**src/rtl/irq_prio_ctrl.sv**
```systemverilog
module irq_prio_ctrl #(
  parameter int NCFG = 3,
  parameter int NLVL = 2,
  localparam int N   = NCFG + NLVL + 2,
  localparam int IDW = $clog2(N)
) (
  input  logic             clk,
  input  logic             rst_n,
  input  logic             pd_req,
  input  logic [NCFG-1:0]  xln_cfg,
  input  logic             xln_edge,
  input  logic [NLVL-1:0]  xln_lvl,
  input  logic             msk_wr,
  input  logic [N-1:0]     msk_din,
  input  logic             cfg_wr,
  input  logic [NCFG:0]    cfg_din,
  input  logic             fc_wr,
  input  logic [N-1:0]     fc_set,
  input  logic [N-1:0]     fc_cancel,
  input  logic             en_set,
  input  logic             en_clr,
  input  logic             core_ack,
  input  logic             core_ret,
  output logic             int_vld,
  output logic [IDW-1:0]   int_idx
);

  logic [N-1:0]    mask_q, pend_q, prev_q, insvc_q;
  logic [NCFG-1:0] sense_q;
  logic            nest_q, gie_q, blk_q;

  logic [N-1:0] raw, is_edge, req, qual, ack_oh, ret_oh, set_v, clr_v;
  logic         found;
  logic [IDW:0] low_svc;
  logic         may_present;

  assign raw     = {xln_lvl, xln_edge, xln_cfg, pd_req};
  assign is_edge = {{NLVL{1'b0}}, 1'b1, sense_q, 1'b1};
  assign req     = (is_edge & pend_q) | (~is_edge & raw);
  assign qual    = req & {mask_q[N-1:1], 1'b1};

  always_comb begin
    found   = 1'b0;
    int_idx = '0;
    for (int i = N - 1; i >= 0; i--)
      if (qual[i]) begin
        found   = 1'b1;
        int_idx = IDW'(i);
      end
  end

  always_comb begin
    low_svc = (IDW+1)'(N);
    for (int i = N - 1; i >= 0; i--)
      if (insvc_q[i]) low_svc = (IDW+1)'(i);
  end

  assign may_present = nest_q ? ({1'b0, int_idx} < low_svc) : (insvc_q == '0);
  assign int_vld     = gie_q & ~blk_q & found & may_present;

  assign ack_oh = (core_ack && int_vld) ? ({{(N-1){1'b0}}, 1'b1} << int_idx) : '0;
  assign ret_oh = core_ret ? (insvc_q & (~insvc_q + {{(N-1){1'b0}}, 1'b1})) : '0;
  assign set_v  = fc_wr ? fc_set    : '0;
  assign clr_v  = fc_wr ? fc_cancel : '0;

  always_ff @(posedge clk) begin
    if (!rst_n) begin
      mask_q  <= '0;
      pend_q  <= '0;
      prev_q  <= '0;
      insvc_q <= '0;
      sense_q <= '0;
      nest_q  <= 1'b0;
      gie_q   <= 1'b1;
      blk_q   <= 1'b0;
    end else begin
      pend_q  <= (((pend_q & ~ack_oh) | (raw & ~prev_q) | set_v) & ~clr_v) & is_edge;
      prev_q  <= raw;
      insvc_q <= (insvc_q & ~ret_oh) | ack_oh;
      blk_q   <= msk_wr;
      if (msk_wr) mask_q <= msk_din;
      if (cfg_wr) begin
        sense_q <= cfg_din[NCFG-1:0];
        nest_q  <= cfg_din[NCFG];
      end
      if (en_clr)      gie_q <= 1'b0;
      else if (en_set) gie_q <= 1'b1;
    end
  end

endmodule

```
**config.mk**
```make
export PLATFORM = sky130hd
export DESIGN_NAME = irq_prio_ctrl
export DESIGN_NICKNAME = d
export VERILOG_FILES = /design/src/rtl/irq_prio_ctrl.sv
export SDC_FILE = /design/constraint.sdc
export NUM_CORES = 1
export LEC_CHECK = 0
export ABC_AREA = 0
export BUFFER_PORTS_ARGS = -buffer_cell sky130_fd_sc_hd__buf_4
export CAP_MARGIN = 20
export CORE_MARGIN = 10
export CORE_UTILIZATION = 50
export DETAILED_ROUTE_END_ITERATION = 6
export GPL_TIMING_DRIVEN = 0
export HOLD_SLACK_MARGIN = 0.06
export PLACE_DENSITY = 0.78
export SLEW_MARGIN = 20
export SYNTH_ARGS = -nofsm -noshare
export SYNTH_HDL_FRONTEND = slang
export SYNTH_SLANG_ARGS = --single-unit
```
**constraint.sdc**
```tcl
create_clock -name clk -period 6.7 [get_ports clk]
set_clock_uncertainty 0.15 [all_clocks]
set_input_delay 1.34 -clock clk [delete_from_list [all_inputs] [get_ports clk]]
set_output_delay 1.34 -clock clk [all_outputs]
set_load 0.1 [all_outputs]
```
==> results of run 1 <==
cell usage in the layout, fill, tap and decap left out, types with 3 or more instances in the layout:
cell type / count
sky130_fd_sc_hd__buf_4: 35
sky130_fd_sc_hd__dfxtp_1: 29
sky130_fd_sc_hd__nand2_1: 16
sky130_fd_sc_hd__inv_1: 14
sky130_fd_sc_hd__mux2i_1: 11
sky130_fd_sc_hd__o21ai_0: 10
sky130_fd_sc_hd__nor2b_1: 10
sky130_fd_sc_hd__and2_1: 9
sky130_fd_sc_hd__nor2_1: 8
sky130_fd_sc_hd__a21oi_1: 7
sky130_fd_sc_hd__clkbuf_1: 7
sky130_fd_sc_hd__clkbuf_4: 5
sky130_fd_sc_hd__a31oi_1: 4
sky130_fd_sc_hd__o31ai_1: 4
sky130_fd_sc_hd__a22oi_1: 3
per-stage QoR:
stage           power, W  area [µm²]
2_1_floorplan  0.0002448        1499
3_3_place_gp   0.0002707        1800
3_5_place_dp   0.0002734        1800
5_1_grt        0.0004104        1871
6_report       0.0003920        1871
4_1_cts        0.0003943        1871
worst paths after layout:
kind | to | slack [ps] | cells past startpoint
worst min-delay path | pend_q[1] | 340 | 2
worst max-delay path | int_vld | 1190 | 12
worst min register to register | pend_q[1] | 340 | 2
worst max register to register | pend_q[1] | 3830 | 10
cell families (layout without fill, tap and decap cells):
group	Yosys count	after routing	synth area share, %
multiplexers	13	13	9.014
adder cells (fa/ha/maj)	2	2	1.700
AND/OR/NAND/NOR	58	58	21.43
flip-flops	29	29	39.46
buffers and inverters	21	64	5.357
AO/OA/AOI/OAI	48	48	23.04
power breakdown:
group / leakage [nW] / switching (W) / internal (W)
sequential: 0.238 / 0.00000515 / 0.000180
clock: 0.0413 / 0.0000619 / 0.0000607
combinational: 0.552 / 0.0000495 / 0.0000346
state kept, by name, indices dropped and copies added, names as in the netlist:
register,count
prev_q,5
nest_q,1
insvc_q,7
pend_q,5
sense_q,3
blk_q,1
mask_q,6
gie_q,1
area by class of cell:
cell class | instances | area share (%)
clock buffers | 7 | 3.478
clock inverters | 1 | 0.2676
inverters | 14 | 2.809
flip-flops and latches | 29 | 31.04
multi-input cells | 121 | 44.88
well taps | 31 | 2.074
repair buffers | 35 | 14.05
plain buffers | 7 | 1.405
per-layer routing:
metal / vias up / part of all wire, % / track usage, %
met4: 0 / 1.3 / 6.504
li1: 695 / - / -
met5: - / 0 / 0
met2: 50 / 50 / 26.14
met3: 6 / 8.0 / 5.452
met1: 649 / 40 / 15.77
cell usage after synthesis, types with 3 or more instances:
cell type,number,area [µm²]
sky130_fd_sc_hd__a21oi_1,7,35.03
sky130_fd_sc_hd__nand2_1,16,60.06
sky130_fd_sc_hd__mux2i_1,11,110.1
sky130_fd_sc_hd__a31oi_1,5,31.28
sky130_fd_sc_hd__dfxtp_1,29,580.6
sky130_fd_sc_hd__inv_1,14,52.55
sky130_fd_sc_hd__nor2b_1,10,62.56
sky130_fd_sc_hd__a22oi_1,3,22.52
sky130_fd_sc_hd__o21ai_0,10,50.05
sky130_fd_sc_hd__nor2_1,9,33.78
sky130_fd_sc_hd__o31ai_1,4,30.03
sky130_fd_sc_hd__and2_1,9,56.30
sky130_fd_sc_hd__clkbuf_1,7,26.28
worst min-delay path, stage by stage, from the launching register on:
cell                       delay (ps)
sky130_fd_sc_hd__dfxtp_1          340
sky130_fd_sc_hd__nand2_1           60
sky130_fd_sc_hd__a221oi_1          40
==> implementation parameters, run 1 <==
Parameter                              Value

Layout
  Final cell count without fillers    245
  Sequential cell area    580.6 µm²
  Number of fillers in the final layout    243
  Layout-stage area growth over the synthesis result    27.13%
  Combined area of the multi-input logic cells    839.6 µm²
  Fraction of layout instances using a drive strength above 1    24.30%
  Number of antenna diodes    0
  Fin util    67.25%
  Post-layout nets    256

Setup path
  Critical path startpoint    xln_cfg[0]
  Data required time of the worst path    5210 ps
  R2r startpoint    sense_q[0]
  Slowest cell on the critical path    sky130_fd_sc_hd__a2111oi_4
  Nature of the critical path endpoint    output pin
  Critical Path Fanout Max    4
  Data arrival, critical path    4020 ps
  Worst path cell trace    buf_4 -> mux2i_1 -> o21ai_0 -> nand3b_1 -> nor2_2 -> ha_1 -> a21o_1 -> a21oi_1 -> and2_1 -> a21oi_1 -> a2111oi_4 -> buf_4
  Cell family with most CP delay    compound AO/OA/AOI/OAI gates
  Category of the worst setup path launch point    input pin
  Biggest cell delay along the critical path    350 ps
  Critical path class    in -> out
  Crit path buffers/inverters    2

Routing
  Aggregate routed wire length    3.868 mm
  Number of iterations in the first detailed-routing pass    4
  Remaining number of nets flagged by the antenna check after routing    0
  DR vias    1400
  DR DRC count    0
  Routed wire per std cell    15.79 µm
  Vias per inst    5.714
  Initial detailed-routing violation count    102

CTS
  Clock transition at the registers of the reported paths    90 ps
  Total clock sinks    29
  TritonCTS clock tree    done
  Post-CTS resize count    0
  Number of buffers created by CTS    5
  Number of buffers on the longest clock path    2
  Hold buffer count at CTS    0
  H-tree lvl count    2
  Worst-Skew Late Latency    330 ps
  Clock Root Buffer    sky130_fd_sc_hd__clkbuf_4
  Buffers inserted by post-CTS timing repair    0

GRT
  Largest net degree at the start of global routing    11
  Global-route wire length before repair    6.582 mm
  Global router's overall resource usage    14.94%
  Via count of the first global-routing pass    1514
  Antenna violations before repair    0
  Remaining global-route overflow    0

Pwr
  Leakage power    0.8313 nW
  Worst vdd rail ir drop    0.1925 mV
  PD cells    209.6 nW/µm²

Floorplan
  Die area    5512 µm²
  Number of top-level pins    45
  Vert. Die Dim    74.25 µm
  Placeable core region    2781 µm²
  Rows    19
  Starting utilization of the core area    52.90%
  Floorplan die width    74.25 µm

STA
  Max_slew headroom    50.96%
  Fin Setup TNS    0 ps
  Setup violations, final    0
  FMAX    181.5 MHz
  Share of the cycle needed by the critical path after routing    82.21%
  Final setup margin    1192 ps
  Actual transition at the worst max-transition pin    735.6 ps
  Hold Slack    337.8 ps
  Final number of hold-violating endpoints    0
  Post-route minimum period    5508 ps
  Unrepaired setup endpoints after global routing    no
  Number of max-slew violations in the final report    0

Status
  Outcome    completed

Place
  IO Port Bufs    35
  GP Congestion    0.8371
  DPL Wire Length    3.110 mm
  Worst setup slack before clock tree synthesis    1184 ps
  Number of placed cells counting well taps    237

Min path
  Class of the worst hold path    reg -> reg
  HP Start    sense_q[0]

Logic synthesis
  Flip-flop cell with the highest count after synthesis    sky130_fd_sc_hd__dfxtp_1
  Post-Synthesis Cells    171
  Number of library cell types mapped by synthesis    39
  Mean area per synthesized cell    8.605 µm²
  Number of enable flip-flop cells after synthesis    0
  Sequential-to-total area share from yosys stat    39.46%
  Post-synth ARST share    0%
  Synthesized area    1471 µm²
  Net count of the mapped netlist    214
  Warnings, synthesis    0
  Number of register bits inferred by synthesis    29

Job
  Count of max-cap constraint violations    0
(Power assumes the default switching activity.)
==> run 2: changes to the inputs <==
--- a/config.mk
+++ b/config.mk
@@ -9,11 +9,11 @@
 export BUFFER_PORTS_ARGS = -buffer_cell sky130_fd_sc_hd__buf_4
 export CAP_MARGIN = 20
 export CORE_MARGIN = 10
-export CORE_UTILIZATION = 50
+export CORE_UTILIZATION = 45
 export DETAILED_ROUTE_END_ITERATION = 6
 export GPL_TIMING_DRIVEN = 0
 export HOLD_SLACK_MARGIN = 0.06
-export PLACE_DENSITY = 0.78
+export PLACE_DENSITY = 0.74
 export SLEW_MARGIN = 20
 export SYNTH_ARGS = -nofsm -noshare
 export SYNTH_HDL_FRONTEND = slang
==> constraint.sdc (replaced) <==
create_clock -name clk -period 4.55 [get_ports clk]
set_clock_uncertainty 0.15 [all_clocks]
set_input_delay 0.91 -clock clk [delete_from_list [all_inputs] [get_ports clk]]
set_output_delay 0.91 -clock clk [all_outputs]
set_load 0.1 [all_outputs]
==> implementation parameters, run 2 (synthesis gave the netlist of run 1 again) <==
Parameter                              Value

CTS
  Hold buffer count at CTS    0
  Worst-Skew Late Latency    340 ps
  Post-CTS resize count    0
  H-tree lvl count    2
  Total clock sinks    29
  Buffers inserted by post-CTS timing repair    0
  Clock transition at the registers of the reported paths    100 ps
  Number of buffers on the longest clock path    2
  Clock Root Buffer    sky130_fd_sc_hd__clkbuf_4
  Number of buffers created by CTS    5
  TritonCTS clock tree    done

Place
  Instance area after placement    1903 µm²
  Number of placed cells counting well taps    250
  DPL Wire Length    3.098 mm
  Worst setup slack before clock tree synthesis    314.7 ps
  IO Port Bufs    35
  GP Congestion    0.8637

Floorplan
  Starting utilization of the core area    47.42%
  Rows    20
  Floorplan die width    77.18 µm
  Die area    5957 µm²
  Number of top-level pins    45
  Vert. Die Dim    77.18 µm
  Placeable core region    3103 µm²

Setup path
  Category of the worst setup path launch point    input pin
  Slowest cell on the critical path    sky130_fd_sc_hd__a221oi_1
  Critical path class    in -> out
  Nature of the critical path endpoint    output pin
  Data arrival, critical path    3220 ps
  Cell family with most CP delay    compound AO/OA/AOI/OAI gates
  Data required time of the worst path    3490 ps
  Critical Path Fanout Max    4
  Biggest cell delay along the critical path    740 ps
  Worst path cell trace    buf_4 -> a221oi_1 -> nor2_4 -> ha_4 -> a21o_1 -> a21oi_2 -> and2_4 -> a21oi_4 -> a2111oi_4 -> buf_4
  Crit path buffers/inverters    2
  Cell with the most instances on the worst path    sky130_fd_sc_hd__buf_4

Routing
  DR vias    1406
  Number of iterations in the first detailed-routing pass    4
  DR DRC count    0
  Aggregate routed wire length    3.938 mm
  Remaining number of nets flagged by the antenna check after routing    0
  Initial detailed-routing violation count    69
  Vias per inst    5.471
  Routed wire per std cell    15.32 µm

STA
  Number of max-slew violations in the final report    0
  Setup violations, final    0
  FMAX    233.8 MHz
  Unrepaired setup endpoints after global routing    no
  Post-route minimum period    4277 ps
  Actual transition at the worst max-transition pin    849.6 ps
  Final number of hold-violating endpoints    0
  Max_slew headroom    43.36%
  Share of the cycle needed by the critical path after routing    94.01%
  Final setup margin    272.6 ps

Layout
  Final cell count without fillers    257
  Commonest non-fill, non-tap cells in the layout    35 x sky130_fd_sc_hd__buf_4, 29 x sky130_fd_sc_hd__dfxtp_1, 14 x sky130_fd_sc_hd__inv_1, 14 x sky130_fd_sc_hd__nand2_1
  Layout-stage area growth over the synthesis result    33.08%
  Number of antenna diodes    0
  Cell area after layout    1958 µm²
  Fraction of layout instances using a drive strength above 1    27.70%
  Biggest registers after layout    insvc_q x7, mask_q x6
  Largest Register    insvc_q
  Number of flip-flops in the largest register    7
  Fin util    63.10%
  Most frequent standard cell in the layout excluding fill and tap cells    sky130_fd_sc_hd__buf_4
  Post-layout nets    256

GRT
  Global-route wire length before repair    6.948 mm
  Largest net degree at the start of global routing    11
  Antenna violations before repair    0
  Via count of the first global-routing pass    1505
  Remaining global-route overflow    0
  Global router's overall resource usage    14.10%

Min path
  Class of the worst hold path    reg -> reg

Job
  Count of max-cap constraint violations    0

Pwr
  Leakage power    0.8531 nW
  Worst vdd rail ir drop    0.1971 mV
  PD cells    289.9 nW/µm²

Status
  Outcome    completed
==> run 2: cell types whose count changed in the layout (fill, tap and decap cells not counted), sizes merged <==
cell | before | now
clkinv | 1 | 0
==> run 2: layer usage <==
layer | vias up | GRT usage (%) | part of all wire [%]
met2 | 42 | 22.91 | 48
met1 | 659 | 16.19 | 43
li1 | 697 | - | -
met4 | 0 | 5.292 | 1.7
met5 | - | 0 | 0
met3 | 8 | 5.594 | 7.4
==> run 2: worst register-to-register path, delay by kind of cell (launching register included) <==
kind / cells / cell delay (ps)
and+or+nand+nor: 3 / 1410
DFF: 1 / 360
AOI/OAI and AO/OA: 2 / 670
==> run 2: area by class of cell <==
| type | count | area [µm²] |
|---|---|---|
| fillers | 289 | 1145 |
| multi-input cells | 121 | 925.9 |
| flip-flops and latches | 29 | 580.6 |
| repair buffers | 35 | 262.8 |
| clock buffers | 7 | 55.05 |
| well taps | 44 | 55.05 |
| inverters | 14 | 52.55 |
| plain buffers | 7 | 26.28 |
==> run 2: metrics by stage <==
step / hold WS (ps) / setup TNS, ps / power (W)
after global placement: 345.0 / 0 / 0.0004104
after floorplan: 307.7 / -376.0 / 0.0003706
after global routing: 390.3 / 0 / 0.0005984
after CTS: 362.7 / 0 / 0.0005732
final: 347.5 / 0 / 0.0005676
after detailed placement: 352.1 / 0 / 0.0004139
==> run 2: final timing paths <==
check,from,to,slack (ps),cells past startpoint
worst max-delay path,xln_lvl[1],int_vld,270,10
worst min-delay path,pend_q[0],insvc_q[0],350,2
worst max register to register,insvc_q[0],pend_q[4],1840,5
worst min register to register,pend_q[0],insvc_q[0],350,2
==> run 2: report_power, final <==
| part | internal [W] | switching [W] | leakage (nW) |
|---|---|---|---|
| Sequential | 0.000265 | 0.00000892 | 0.238 |
| Combinational | 0.0000558 | 0.0000774 | 0.583 |
| Clock | 0.0000728 | 0.0000874 | 0.0314 |
| Total | 0.000394 | 0.000174 | 0.853 |
